File: config.mk
export PLATFORM = sky130hd
export DESIGN_NAME = burst_addr_seq
export DESIGN_NICKNAME = d
export VERILOG_FILES = /design/src/rtl/burst_seq_pkg.sv /design/src/rtl/burst_strobe_qual.sv /design/src/rtl/burst_beat_ctr.sv /design/src/rtl/burst_order_map.sv /design/src/rtl/burst_addr_seq.sv
export SDC_FILE = /design/constraint.sdc
export NUM_CORES = 1
export LEC_CHECK = 0
export BUFFER_PORTS_ARGS = -buffer_cell sky130_fd_sc_hd__buf_4
export CAP_MARGIN = 10
export CORE_MARGIN = 4
export CORE_UTILIZATION = 43
export CTS_CLUSTER_DIAMETER = 100
export DETAILED_ROUTE_END_ITERATION = 12
export PLACE_DENSITY = 0.8
export SYNTH_ARGS = -nofsm -noshare
export SYNTH_HDL_FRONTEND = slang
export SYNTH_HIERARCHICAL = 1
export SYNTH_SLANG_ARGS = --single-unit
File: constraint.sdc
create_clock -name clk -period 1.7 [get_ports clk]
set_clock_uncertainty 0.05 [all_clocks]
set_input_delay 0 -clock clk [delete_from_list [all_inputs] [get_ports clk]]
set_output_delay 0 -clock clk [all_outputs]
set_load 0.05 [all_outputs]
File: src/rtl/burst_seq_pkg.sv
package burst_seq_pkg;

  typedef enum logic {
    ORDER_INTERLEAVE = 1'b0,
    ORDER_LINEAR     = 1'b1
  } order_e;

  typedef struct packed {
    logic load;
    logic step;
  } seq_cmd_t;

endpackage

File: src/rtl/burst_strobe_qual.sv
module burst_strobe_qual
  import burst_seq_pkg::*;
(
  input  logic     proc_strobe_n,
  input  logic     ctrl_strobe_n,
  input  logic     adv_n,
  input  logic     chip_sel_n,
  output seq_cmd_t cmd
);

  logic proc_start;
  logic ctrl_start;

  always_comb begin
    proc_start = ~proc_strobe_n & ~chip_sel_n;
    ctrl_start = ~ctrl_strobe_n;
    cmd.load   = proc_start | ctrl_start;
    cmd.step   = ~cmd.load & ~adv_n;
  end

endmodule

File: src/rtl/burst_beat_ctr.sv
module burst_beat_ctr #(
  parameter int CNT_W = 2
) (
  input  logic             clk,
  input  logic             rst,
  input  logic             load,
  input  logic             step,
  input  logic [CNT_W-1:0] start_in,
  output logic [CNT_W-1:0] start_nxt,
  output logic [CNT_W-1:0] beat_nxt,
  output logic [CNT_W-1:0] beat_q
);

  logic [CNT_W-1:0] start_q;

  always_comb begin
    start_nxt = start_q;
    beat_nxt  = beat_q;
    if (load) begin
      start_nxt = start_in;
      beat_nxt  = '0;
    end else if (step) begin
      beat_nxt = beat_q + 1'b1;
    end
  end

  always_ff @(posedge clk) begin
    if (rst) begin
      start_q <= '0;
      beat_q  <= '0;
    end else begin
      start_q <= start_nxt;
      beat_q  <= beat_nxt;
    end
  end

endmodule

File: src/rtl/burst_order_map.sv
module burst_order_map
  import burst_seq_pkg::*;
#(
  parameter int CNT_W = 2
) (
  input  logic [CNT_W-1:0] start_bits,
  input  logic [CNT_W-1:0] beat,
  input  order_e           order,
  output logic [CNT_W-1:0] low_bits
);

  logic [CNT_W-1:0] ilv_bits;
  logic [CNT_W-1:0] lin_bits;

  for (genvar b = 0; b < CNT_W; b++) begin : g_ilv
    assign ilv_bits[b] = start_bits[b] ^ beat[b];
  end

  assign lin_bits = start_bits + beat;

  always_comb begin
    low_bits = (order == ORDER_LINEAR) ? lin_bits : ilv_bits;
  end

endmodule

File: src/rtl/burst_addr_seq.sv
module burst_addr_seq
  import burst_seq_pkg::*;
#(
  parameter int ADDR_W = 16,
  parameter int CNT_W  = 2
) (
  input  logic              clk,
  input  logic              rst,
  input  logic [ADDR_W-1:0] addr_in,
  input  logic              proc_strobe_n,
  input  logic              ctrl_strobe_n,
  input  logic              adv_n,
  input  logic              chip_sel_n,
  input  logic              order_linear,
  output logic [ADDR_W-1:0] burst_addr,
  output logic [CNT_W-1:0]  beat_idx
);

  localparam int HI_W = ADDR_W - CNT_W;

  seq_cmd_t         cmd;
  logic [CNT_W-1:0] start_nxt;
  logic [CNT_W-1:0] beat_nxt;
  logic [CNT_W-1:0] low_nxt;
  logic [HI_W-1:0]  hi_q;
  logic [HI_W-1:0]  hi_nxt;
  logic [CNT_W-1:0] low_q;
  order_e           order;

  assign order = order_e'(order_linear);

  burst_strobe_qual u_qual (
    .proc_strobe_n (proc_strobe_n),
    .ctrl_strobe_n (ctrl_strobe_n),
    .adv_n         (adv_n),
    .chip_sel_n    (chip_sel_n),
    .cmd           (cmd)
  );

  burst_beat_ctr #(.CNT_W(CNT_W)) u_ctr (
    .clk       (clk),
    .rst       (rst),
    .load      (cmd.load),
    .step      (cmd.step),
    .start_in  (addr_in[CNT_W-1:0]),
    .start_nxt (start_nxt),
    .beat_nxt  (beat_nxt),
    .beat_q    (beat_idx)
  );

  burst_order_map #(.CNT_W(CNT_W)) u_map (
    .start_bits (start_nxt),
    .beat       (beat_nxt),
    .order      (order),
    .low_bits   (low_nxt)
  );

  assign hi_nxt = cmd.load ? addr_in[ADDR_W-1:CNT_W] : hi_q;

  always_ff @(posedge clk) begin
    if (rst) begin
      hi_q  <= '0;
      low_q <= '0;
    end else begin
      hi_q  <= hi_nxt;
      low_q <= low_nxt;
    end
  end

  assign burst_addr = {hi_q, low_q};


  ctrl_load_chk: assert property (@(posedge clk) disable iff (rst)
    !ctrl_strobe_n |=> (burst_addr == $past(addr_in)) && (beat_idx == '0));


  proc_mask_chk: assert property (@(posedge clk) disable iff (rst)
    (ctrl_strobe_n && !proc_strobe_n && chip_sel_n && adv_n)
      |=> $stable(burst_addr) && $stable(beat_idx));


  step_chk: assert property (@(posedge clk) disable iff (rst)
    (ctrl_strobe_n && (proc_strobe_n || chip_sel_n) && !adv_n)
      |=> beat_idx == CNT_W'($past(beat_idx) + 1'b1));


  hold_chk: assert property (@(posedge clk) disable iff (rst)
    (ctrl_strobe_n && (proc_strobe_n || chip_sel_n) && adv_n)
      |=> $stable(burst_addr) && $stable(beat_idx));


  upper_hold_chk: assert property (@(posedge clk) disable iff (rst)
    (ctrl_strobe_n && (proc_strobe_n || chip_sel_n))
      |=> $stable(burst_addr[ADDR_W-1:CNT_W]));


  linear_step_chk: assert property (@(posedge clk) disable iff (rst)
    (order_linear && ctrl_strobe_n && (proc_strobe_n || chip_sel_n) && !adv_n)
      |=> burst_addr[CNT_W-1:0] == CNT_W'($past(burst_addr[CNT_W-1:0]) + 1'b1));

endmodule

### Word-level counts from Yosys, hierarchy flattened

Cells that the tools add are included.
Widths: inputs -> output; s select.

* muxes and demuxes: 4
* $add $sub $neg: 2
* bitwise logic cells: 10

Operators with widths (count)
* $mux 2: 4
* $not 1->1: 5
* $add 2x1->2 const B: 1
* $add 2x2->2: 1
* $and 1x1->1: 2
* $xor 1x1->1: 2
* $or 1x1->1: 1

* logic and storage cells: 20
* output and inout bits: 18
* input port bits: 23
* register bits: 20

### Depth between registers and ports, before layout

Gate-level depths: netlist (run 1).

* word-level depth: 9
* gate-level depth with buffers: 8
* gate-level depth less buffers: 8

### Cells and area by module

Netlist (run 1), hierarchy kept.

By module, submodules not included
* burst_addr_seq: times used 1, seq. area each 320.3 sq um, cells each 49, area an instance 561.8 sq um
* burst_beat_ctr: times used 1, seq. area each 80.1 sq um, cells each 15, area an instance 178.9 sq um
* burst_order_map: times used 1, seq. area each 0.0 sq um, cells each 4, area an instance 33.8 sq um
* burst_strobe_qual: times used 1, seq. area each 0.0 sq um, cells each 2, area an instance 12.5 sq um

### Worst setup path before layout (run 1)

OpenSTA, ideal clock, no wires.

* path kind: register -> register
* start: register u_ctr.beat_q[1]
* end: register low_q[1]
* slack: 132 ps
* library setup time: 114 ps
* arrival time: 1404 ps
* buffers on the path: 0
* period minus slack after synthesis: 1568 ps
* data required time: 1536 ps
* cell stages (with the launch flop): 6
* path through: dfxtp_1 -> a21bo_2 -> a21oi_1 -> xor2_1 -> xnor2_1 -> nor2b_1

* cells in the longest elaborated chain, start to end: 5
* elaborated cells on any way between the ends: 6
* classes of those cells: add/sub (2); mux (3); bitwise (1)

RTL lines
* from (decl): line burst_beat_ctr.sv:11 `output logic [CNT_W-1:0] beat_q`
* from (signal assigned): line burst_beat_ctr.sv:33 `beat_q <= beat_nxt;`
* $add 2x1->2: line burst_beat_ctr.sv:23 `beat_nxt = beat_q + 1'b1;`
* $mux 2 *: line burst_beat_ctr.sv:22 `end else if (step) begin`
* $mux 2 *: line burst_beat_ctr.sv:19 `if (load) begin`
* via beat_nxt[1]: line burst_addr_seq.sv:23 `logic [CNT_W-1:0] beat_nxt;`
* $add 2x2->2 or $xor 1x1->1 (tied branches): line burst_order_map.sv:19, burst_order_map.sv:16
* $mux 2 *: line burst_order_map.sv:22 `low_bits = (order == ORDER_LINEAR) ? lin_bits : ilv_bits;`
* via low_nxt[1]: line burst_addr_seq.sv:24 `logic [CNT_W-1:0] low_nxt;`
* to (signal assigned): line burst_addr_seq.sv:66 `low_q <= low_nxt;`
* to (decl): line burst_addr_seq.sv:27 `logic [CNT_W-1:0] low_q;`

Mark *: on every way through the listed nets, which the timed path passes. The rest lies on a longest branch.
A chain may end at the register's enable or synchronous reset.

==> metrics.cfg, run 1 <==
[outcome]
status = finished clean

[timing]
fmax_mhz = 730
hold_violations = 0
setup_violations = 0
finalCritPeriodShare_pct = 80.5
slew_viol_final = 0
period_minus_slack_ns = 1.37
setup_tns_ns = 0
grt_setup_unrepaired = false
worst_pin_slew_ns = 0.275
slew_headroom_pct = 81.6

[cells_and_area]
ff_latch_area_um2 = 400
multi_input_area_um2 = 350
fin_util_pct = 82.5
n_antenna_cell = 0
final.fill_count = 106
stdcell_area_um2 = 1420
area_delta_synth_final_pct = 80.9
drive_above_1_share_pct = 35.9
nets = 167

[placement]
port_buffers = 40
post-dp-hpwl_um = 1210
gp_congestion = 0.637
dpl-instance-area_um2 = 1100

[grt]
grt_pass1_wl_um = 3610
grtUsageTotal_pct = 18.6
antenna_found_initial = 0
first_global_vias = 829
grt_max_degree = 21
grt_overflow = 0

[critical_path]
required_ns = 1.84
path_class = in -> reg
reg2reg_depth = 5
rrSetupSlack_ns = 0.35
start_kind = input port
path_max_fanout = 13
timing.rr.start = u_ctr/beat_q[0]
cp.arrival_ns = 1.51
timing.rr.end = low_q[1]
worstSetupEndpointType = flop

[floorplan]
die_area_um2 = 2580
rows = 15
initial_core_util_pct = 45.6
die_h_um = 50.8
io_pins = 41
die_w_um = 50.8
core_um2 = 1730

[drt]
drt_iter0_drc = 5
vias = 739
drc = 0
wl_per_cell_um = 13.0
routed_wl_um = 2180
first_pass_iters = 4
viasPerCell = 4.43
ant_nets = 0

[pwr]
power_switching_uw = 322
p_int_uw = 785
max-vdd-ir-drop_uv = 490
pwr-share-comb_pct = 29.2
p_seq_share_pct = 46.2
p_leak_uw = 0.000732
switching_share_pct = 29.1
finalPower_uw = 1110
pwr-share-clk_pct = 24.5
power.density_nw_per_um2 = 778

[logic_synthesis]
syn_inst = 70
syn_nets = 94
yosysTopAreaCellShare_pct = 50.9
yosysMostFrequentCell = dfxtp_1
synth_top_area_cell = dfxtp_1
synth_edf_count = 0
synth_area_leaders = dfxtp_1, mux2i_1, nor2_1, mux2_4, buf_12
synth_seq_area_share_pct = 50.9
synth_warnings = 6
yosys_most_used_dff = dfxtp_1
ys_ff_latch = 20
postSynthAreaPerCell_um2 = 11.2
synth_cell_types = 20
synthArstFlopShare_pct = 0
yosys-top-cells-count = dfxtp_1, nor2_1, mux2i_1
syn-cell-area_um2 = 787

[worst_hold_path]
worstHoldPathCells = 3
min_from = addr_in[1]
min_to = u_ctr/start_q[1]
worstHoldPathType = in -> reg

[cts]
clock-sinks = 20
htreeDepth = 1
clock_latency_ns = 0.30
cts-root-buf = clkbuf_4
ctsResizeCount = 0
cts_buffers = 3
path_clk_slew_ns = 0.11
cts_tree = built
cts_max_path_buffers = 2

[run]
drv_cap = 0

==> timing repair <==
action | in CTS | in global routing
setup buffers | 0 | 0
hold endpoints to repair | 19 | 0
hold buffers | 29 | 0
==> metrics by stage <==
step	std cells	hold WS, ns	setup slack, ns
4_1_cts	167	0.00386	0.377
5_1_grt	167	0.00861	0.212
2_1_floorplan	70	0.0143	0.132
6_report	167	0.00307	0.331
3_5_place_dp	134	0.194	0.249
3_3_place_gp	134	0.185	0.287
==> critical path: stages <==
cell,delay (ns)
buf_4,0.11
o21ai_2,0.26
buf_4,0.29
mux2i_1,0.23
nor2_1,0.06
dlygate4sd3_1,0.56
==> area by class of cell <==
cell class | count | area share [%]
clock buffers | 4 | 2.55
multi-input cells | 47 | 24.6
flip-flops and latches | 20 | 28.1
well taps | 25 | 2.20
repair buffers | 71 | 42.5
==> how the worst max path moves through the flow <==
stage,from,to,slack [ns],cells after the start
6_report,chip_sel_n,hi_q[4],0.33,6
5_1_grt,chip_sel_n,hi_q[4],0.21,6
4_1_cts,u_ctr/beat_q[1],low_q[1],0.38,5
3_5_place_dp,chip_sel_n,low_q[1],0.25,8
3_3_place_gp,chip_sel_n,low_q[1],0.29,8
2_1_floorplan,u_ctr/beat_q[1],low_q[1],0.13,5
==> kinds of logic after synthesis <==
group / synth area share [%]
DFF: 50.9
AOI/OAI and AO/OA: 3.97
buffers and inverters: 4.61
adders and majority gates: 1.59
and+or+nand+nor: 14.0
xor gates and xnor gates: 3.34
muxes: 21.6
==> power by group through the flow <==
stage | Sequential [uW] | Combinational [uW] | Clock (uW)
after global placement | 522 | 258 | 0
after detailed placement | 522 | 262 | 0
after CTS | 511 | 319 | 278
after floorplan | 614 | 79.9 | 0
final | 512 | 324 | 272
after global routing | 516 | 344 | 298
==> metal layers <==
metal	wire (um)	global-route usage (%)
met1	845	19.5
met2	1160	36.7
met3	137	3.56
met4	30	5.38
met5	0	0
==> flip-flops by register name (all words and copies together) (netlist names) <==
register,count
hi_q,14
u_ctr/beat_q,2
low_q,2
u_ctr/start_q,2
==> placed cells by master, fill, tap and decap left out <==
| cell | synthesis | routed |
|---|---|---|
| dfxtp_1 | 20 | 20 |
| nor2b_4 | 1 | 1 |
| nand3b_1 | 1 | 1 |
| o21ai_2 | 1 | 1 |
| xnor2_1 | 2 | 2 |
| clkbuf_8 | 0 | 1 |
| buf_4 | 0 | 42 |
| ha_1 | 1 | 1 |
| nor2_1 | 16 | 16 |
| nor2b_1 | 2 | 2 |
| clkbuf_4 | 0 | 3 |
| a21bo_2 | 1 | 1 |
| nand2_1 | 1 | 1 |
| nor3_1 | 1 | 1 |
| a211oi_1 | 1 | 1 |
| a21oi_1 | 1 | 1 |
| xor2_1 | 1 | 1 |
| mux2i_1 | 14 | 14 |
| and2b_1 | 1 | 1 |
| mux2_4 | 2 | 2 |
| dlygate4sd3_1 | 0 | 29 |
No activity file was read; power rests on OpenSTA's default activity.
==> inputs of run 2 (changes only) <==
--- a/config.mk
+++ b/config.mk
@@ -8,10 +8,10 @@
 export BUFFER_PORTS_ARGS = -buffer_cell sky130_fd_sc_hd__buf_4
 export CAP_MARGIN = 10
 export CORE_MARGIN = 4
-export CORE_UTILIZATION = 43
+export CORE_UTILIZATION = 38
 export CTS_CLUSTER_DIAMETER = 100
 export DETAILED_ROUTE_END_ITERATION = 12
-export PLACE_DENSITY = 0.8
+export PLACE_DENSITY = 0.75
 export SYNTH_ARGS = -nofsm -noshare
 export SYNTH_HDL_FRONTEND = slang
 export SYNTH_HIERARCHICAL = 1
==> constraint.sdc (replaced) <==
create_clock -name clk -period 1.1 [get_ports clk]
set_clock_uncertainty 0.05 [all_clocks]
set_input_delay 0 -clock clk [delete_from_list [all_inputs] [get_ports clk]]
set_output_delay 0 -clock clk [all_outputs]
set_load 0.05 [all_outputs]
==> run 2 against run 1 <==
Against the previous run:
- the flow now finishes with violations (setup timing)
- count of clock-buffer cells in the layout did not move
- global-route usage fell by 4.1 points
- design area is 5.0% lower
- core utilization shrank 14 points
- via count down 5.8%
- clock power grew 82%
- hold slack barely moved
==> metrics.cfg, run 2 (same netlist as run 1, synthesis figures left out) <==
[cells_and_area]
final_common_cell = buf_4
stdcell_area_um2 = 1350  ; -5.0%
drive_above_1_share_pct = 43.8  ; +7.9 points
area_delta_synth_final_pct = 71.9
final_cell_mix = buf_4, dfxtp_1, nor2_1
largest_reg_flops = 14  ; unchanged
nets = 155  ; -7.2%
n_antenna_cell = 0  ; unchanged
top_register = hi_q

[cts]
post-cts-setup-buffers = 0  ; unchanged
cts_buffers = 3  ; unchanged
clock-sinks = 20  ; unchanged
htreeDepth = 1  ; unchanged
clock_latency_ns = 0.30  ; about the same
cts-root-buf = clkbuf_4
path_clk_slew_ns = 0.11  ; about the same
cts_max_path_buffers = 2  ; unchanged
cts_tree = built

[worst_hold_path]
worstHoldPathType = in -> reg

[placement]
gp_congestion = 0.768  ; +21%
port_buffers = 40  ; unchanged
dpl-instance-area_um2 = 1150  ; +5.0%
post-dp-hpwl_um = 1280  ; +5.6%
post-place-ws_ns = -0.225  ; -0.474 ns

[grt]
grt_max_degree = 21  ; unchanged
first_global_vias = 728  ; -12%
grtUsageTotal_pct = 14.5  ; -4.1 points
antenna_found_initial = 0  ; unchanged
grt_pass1_wl_um = 2970  ; -18%
grt_overflow = 0  ; unchanged

[floorplan]
die_h_um = 53.5  ; +5.4%
rows = 16  ; +1
initial_core_util_pct = 40.1  ; -5.5 points
die_area_um2 = 2860  ; +11%
io_pins = 41  ; unchanged
core_um2 = 1960  ; +14%
die_w_um = 53.5  ; +5.4%

[drt]
first_pass_iters = 4  ; unchanged
viasPerCell = 4.43  ; +0.18%
routed_wl_um = 1810  ; -17%
ant_nets = 0  ; unchanged
vias = 696  ; -5.8%
drt_iter0_drc = 1  ; -4
wl_per_cell_um = 11.6  ; -11%
drc = 0  ; unchanged

[critical_path]
path_max_fanout = 3  ; -10
cpPeakStageDelay_ns = 0.36  ; -0.20 ns
cp.arrival_ns = 1.45  ; -0.06 ns
worstSetupEndpointType = flop
cp_top_family = compound AO/OA/AOI/OAI gates
worst-path-buf-inv = 0  ; -3
path_class = reg -> reg
start_kind = flop
crit_path_top_delay_cell = dfxtp_4
path_cells = a21bo_4 -> a21oi_2 -> xor2_1 -> xnor2_1 -> nor2b_2
required_ns = 1.25  ; -0.59 ns

[pwr]
power.density_nw_per_um2 = 1290  ; +66%
p_leak_uw = 0.000673  ; -8.0%
p_int_uw = 1260  ; +60%
switching_share_pct = 28.0  ; -1.1 points
max-vdd-ir-drop_uv = 823  ; +68%
pwr-share-clk_pct = 28.3  ; +3.8 points
pwr-share-comb_pct = 26.6  ; -2.6 points
p_seq_share_pct = 45.1  ; -1.1 points
power_switching_uw = 489  ; +52%

[timing]
fmax_mhz = 768
period_minus_slack_ns = 1.30
hold_violations = 0  ; unchanged
slew_headroom_pct = 82.6  ; +0.99 points
slew_viol_final = 0  ; unchanged
worst_pin_slew_ns = 0.260  ; -0.0157 ns
whs_ns = 0.00337  ; +0.000300 ns
setup_violations = 2  ; +2
post-route-worst-setup-slack_ns = -0.203  ; -0.533 ns
grt_setup_unrepaired = true
finalCritPeriodShare_pct = 118

[outcome]
violations = setup timing
status = finished, violations left

[run]
drv_cap = 0  ; unchanged

-- run 2: changes by cell type in the layout (fill, tap and decap cells not counted), sizes merged --
| cell | delta |
|---|---|
| buf | +2 |
| dlygate4sd3 | -14 |
-- run 2: per-layer routing --
layer / part of all wire [%] / up-vias / track usage, %
met1: 41 / 305 / 15.7
met4: 0.94 / 0 / 4.68
met3: 10 / 4 / 5.35
met2: 47 / 33 / 25.9
met5: 0 / - / 0
li1: - / 354 / -
-- run 2: stage by stage --
step	total power [uW]	instances	TNS (ns)	util [%]
floorplan	1070	70	-0.297	-
global placement	1220	138	-0.384	58.7
detailed placement	1230	138	-0.426	58.7
CTS	1760	157	-0.303	68.8
global route	1830	157	-0.461	68.9
finish	1750	157	-0.303	68.9
-- run 2: path summary, 6_finish.rpt --
kind | to | cells past startpoint | slack, ns | from
worst min register to register | hi_q[5] | 2 | 0.45 | hi_q[5]
worst min-delay path | u_ctr/start_q[1] | 3 | 0.003 | addr_in[1]
worst max-delay path | low_q[1] | 5 | -0.20 | u_ctr/beat_q[1]
worst max register to register | low_q[1] | 5 | -0.20 | u_ctr/beat_q[1]
-- run 2: cell type report --
class	instances	area, um2
well taps	27	33.8
multi-input cells	47	370
fillers	171	609
clock buffers	4	47.5
repair buffers	59	493
flip-flops and latches	20	408
-- run 2: timing repair --
action                                  CTS  global route
endpoints found under the setup margin    2             2
resized for setup                         0             1
hold endpoints to repair                 20             0
pin swaps                                 0             2
hold buffers                             15             0
-- run 2: worst register-to-register path, cell delays in order (launching register included) --
cell and delay, ns:
dfxtp_4 0.36, a21bo_4 0.22, a21oi_2 0.15, xor2_1 0.18, xnor2_1 0.09, nor2b_2 0.15
-- run 2: power groups by stage --
stage               clock network (uW)  logic [uW]  registers [uW]
floorplan                            0         126             945
global placement                     0         415             803
detailed placement                   0         422             803
CTS                                510         466             788
global route                       541         496             794
finish                             494         465             787
==> inputs of run 3 (changes only) <==
--- a/config.mk
+++ b/config.mk
@@ -5,13 +5,14 @@
 export SDC_FILE = /design/constraint.sdc
 export NUM_CORES = 1
 export LEC_CHECK = 0
-export BUFFER_PORTS_ARGS = -buffer_cell sky130_fd_sc_hd__buf_4
+export BUFFER_PORTS_ARGS = -buffer_cell sky130_fd_sc_hd__buf_2
 export CAP_MARGIN = 10
 export CORE_MARGIN = 4
 export CORE_UTILIZATION = 38
 export CTS_CLUSTER_DIAMETER = 100
 export DETAILED_ROUTE_END_ITERATION = 12
 export PLACE_DENSITY = 0.75
+export SLEW_MARGIN = 20
 export SYNTH_ARGS = -nofsm -noshare
 export SYNTH_HDL_FRONTEND = slang
 export SYNTH_HIERARCHICAL = 1
==> run 3 against run 2 <==
Against the previous run:
- the flow still finishes with violations (setup timing)
- final cell count grew 0.64%
- non-clock buffer count grew 1
- hold slack lost 0.0020 ns
- critical endpoint unchanged
==> metrics.cfg, run 3 (same netlist as run 1, synthesis figures left out) <==
[floorplan]
rows = 16  ; unchanged
io_pins = 41  ; unchanged
die_area_um2 = 2860  ; unchanged
initial_core_util_pct = 40.1  ; unchanged
die_w_um = 53.5  ; unchanged
core_um2 = 1960  ; unchanged
die_h_um = 53.5  ; unchanged

[cts]
path_clk_slew_ns = 0.12  ; about the same
htreeDepth = 1  ; unchanged
cts-root-buf = clkbuf_4
cts_buffers = 3  ; unchanged
clock-sinks = 20  ; unchanged
cts_max_path_buffers = 2  ; unchanged
ctsHoldBuffers = 14  ; -1
clock_latency_ns = 0.30  ; about the same
cts_tree = built

[timing]
setup_tns_ns = -0.244  ; +0.0588 ns
period_minus_slack_ns = 1.27  ; -0.0312 ns
grt_setup_unrepaired = true
post-route-worst-setup-slack_ns = -0.172  ; +0.0312 ns
setup_violations = 2  ; unchanged
slew_viol_final = 0  ; unchanged
fmax_mhz = 786  ; +2.5%
hold_violations = 0  ; unchanged
worst_pin_slew_ns = 0.363  ; +0.103 ns
finalCritPeriodShare_pct = 116  ; -2.8 points
slew_headroom_pct = 75.8  ; -6.8 points
whs_ns = 0.00133  ; -0.00205 ns

[placement]
post-dp-hpwl_um = 1220  ; -4.7%
gp_congestion = 0.657  ; -14%
dpl-instance-area_um2 = 1050  ; -8.5%
dp_cells = 140  ; +1.4%
port_buffers = 40  ; unchanged

[pwr]
p_int_uw = 1130  ; -9.9%
pwr-share-comb_pct = 25.5  ; -1.1 points
p_seq_share_pct = 48.8  ; +3.7 points
finalPower_uw = 1610  ; -7.8%
power.density_nw_per_um2 = 1310  ; +1.3%
power_switching_uw = 476  ; -2.6%
max-vdd-ir-drop_uv = 738  ; -10%
switching_share_pct = 29.6  ; +1.6 points
pwr-share-clk_pct = 25.7  ; -2.6 points
p_leak_uw = 0.000644  ; -4.3%

[grt]
grt_max_degree = 21  ; unchanged
grtUsageTotal_pct = 12.5  ; -2.0 points
first_global_vias = 638  ; -12%
antenna_found_initial = 0  ; unchanged
grt_pass1_wl_um = 2570  ; -14%
grt_overflow = 0  ; unchanged

[drt]
routed_wl_um = 1680  ; -7.6%
ant_nets = 0  ; unchanged
drc = 0  ; unchanged
drt_iter0_drc = 1  ; unchanged
viasPerCell = 4.20  ; -5.3%
vias = 663  ; -4.7%
first_pass_iters = 3  ; -1
wl_per_cell_um = 10.6  ; -8.2%

[cells_and_area]
stdcell_area_um2 = 1230  ; -9.0%
final_common_cell = buf_2
final_cells = 158  ; +0.64%
final_cell_mix = buf_2, dfxtp_1, nor2_1
drive_above_1_share_pct = 44.3  ; +0.43 points
n_antenna_cell = 0  ; unchanged
nets = 156  ; +0.65%
area_delta_synth_final_pct = 56.4
top_register = hi_q
final.fill_count = 188  ; +9.9%
largest_reg_flops = 14  ; unchanged

[critical_path]
path_max_fanout = 4  ; +1
path_class = reg -> reg
worstSetupEndpointType = flop
required_ns = 1.28  ; +0.03 ns
start_kind = flop
cp.arrival_ns = 1.45  ; about the same

[run]
drv_cap = 0  ; unchanged

[outcome]
status = finished, violations left
violations = setup timing

[worst_hold_path]
worstHoldPathType = in -> reg

[run 3: layer usage]
metal | global-route usage [%] | routed length (um) | vias to the layer above
li1 | - | - | 355
met1 | 15.2 | 777 | 280
met2 | 20.6 | 736 | 28
met4 | 5.11 | 0 | 0
met3 | 3.38 | 163 | 0
met5 | 0 | 0 | -
[run 3: worst max-delay path, cell delays in order, from the launching register on]
cell	delay (ns)
dfxtp_4	0.37
a21bo_4	0.21
a21oi_2	0.12
xor2_1	0.18
xnor2_1	0.13
nor2b_1	0.13
[run 3: area by class of cell]
class	instances	area, um2	share of cell area, %
Clock buffer	4	36.3	2.95
Multi-Input combinational cell	47	368	29.9
Sequential cell	20	408	33.1
Tap cell	27	33.8	2.74
Timing Repair Buffer	60	385	31.3
[run 3: timing repair]
action                     CTS  global route
hold endpoints to repair    16             1
pin swaps                    2             0
setup endpoints to repair    2             2
buffers inserted             0             0
resized for setup            0             0
[run 3: worst paths after layout]
check	start	end	slack (ns)	cells past startpoint
hold / removal	addr_in[1]	u_ctr/start_q[1]	0.001	3
hold reg to reg	hi_q[10]	hi_q[10]	0.45	2
setup / recovery	u_ctr/beat_q[0]	low_q[1]	-0.17	5
setup reg to reg	u_ctr/beat_q[0]	low_q[1]	-0.17	5
[run 3: power by group through the flow]
| stage | Combinational [uW] | Sequential (uW) | Clock (uW) |
|---|---|---|---|
| floorplan | 126 | 945 | 0 |
| global placement | 368 | 799 | 0 |
| detailed placement | 376 | 801 | 0 |
| CTS | 413 | 784 | 437 |
| global route | 440 | 790 | 471 |
| finish | 411 | 785 | 413 |
[run 3: metrics by stage]
stage,utilization [%],setup slack [ns]
after floorplan,-,-0.213
after global placement,53.8,-0.216
after detailed placement,53.8,-0.262
after CTS,62.8,-0.178
after global routing,62.8,-0.288
final,62.8,-0.172
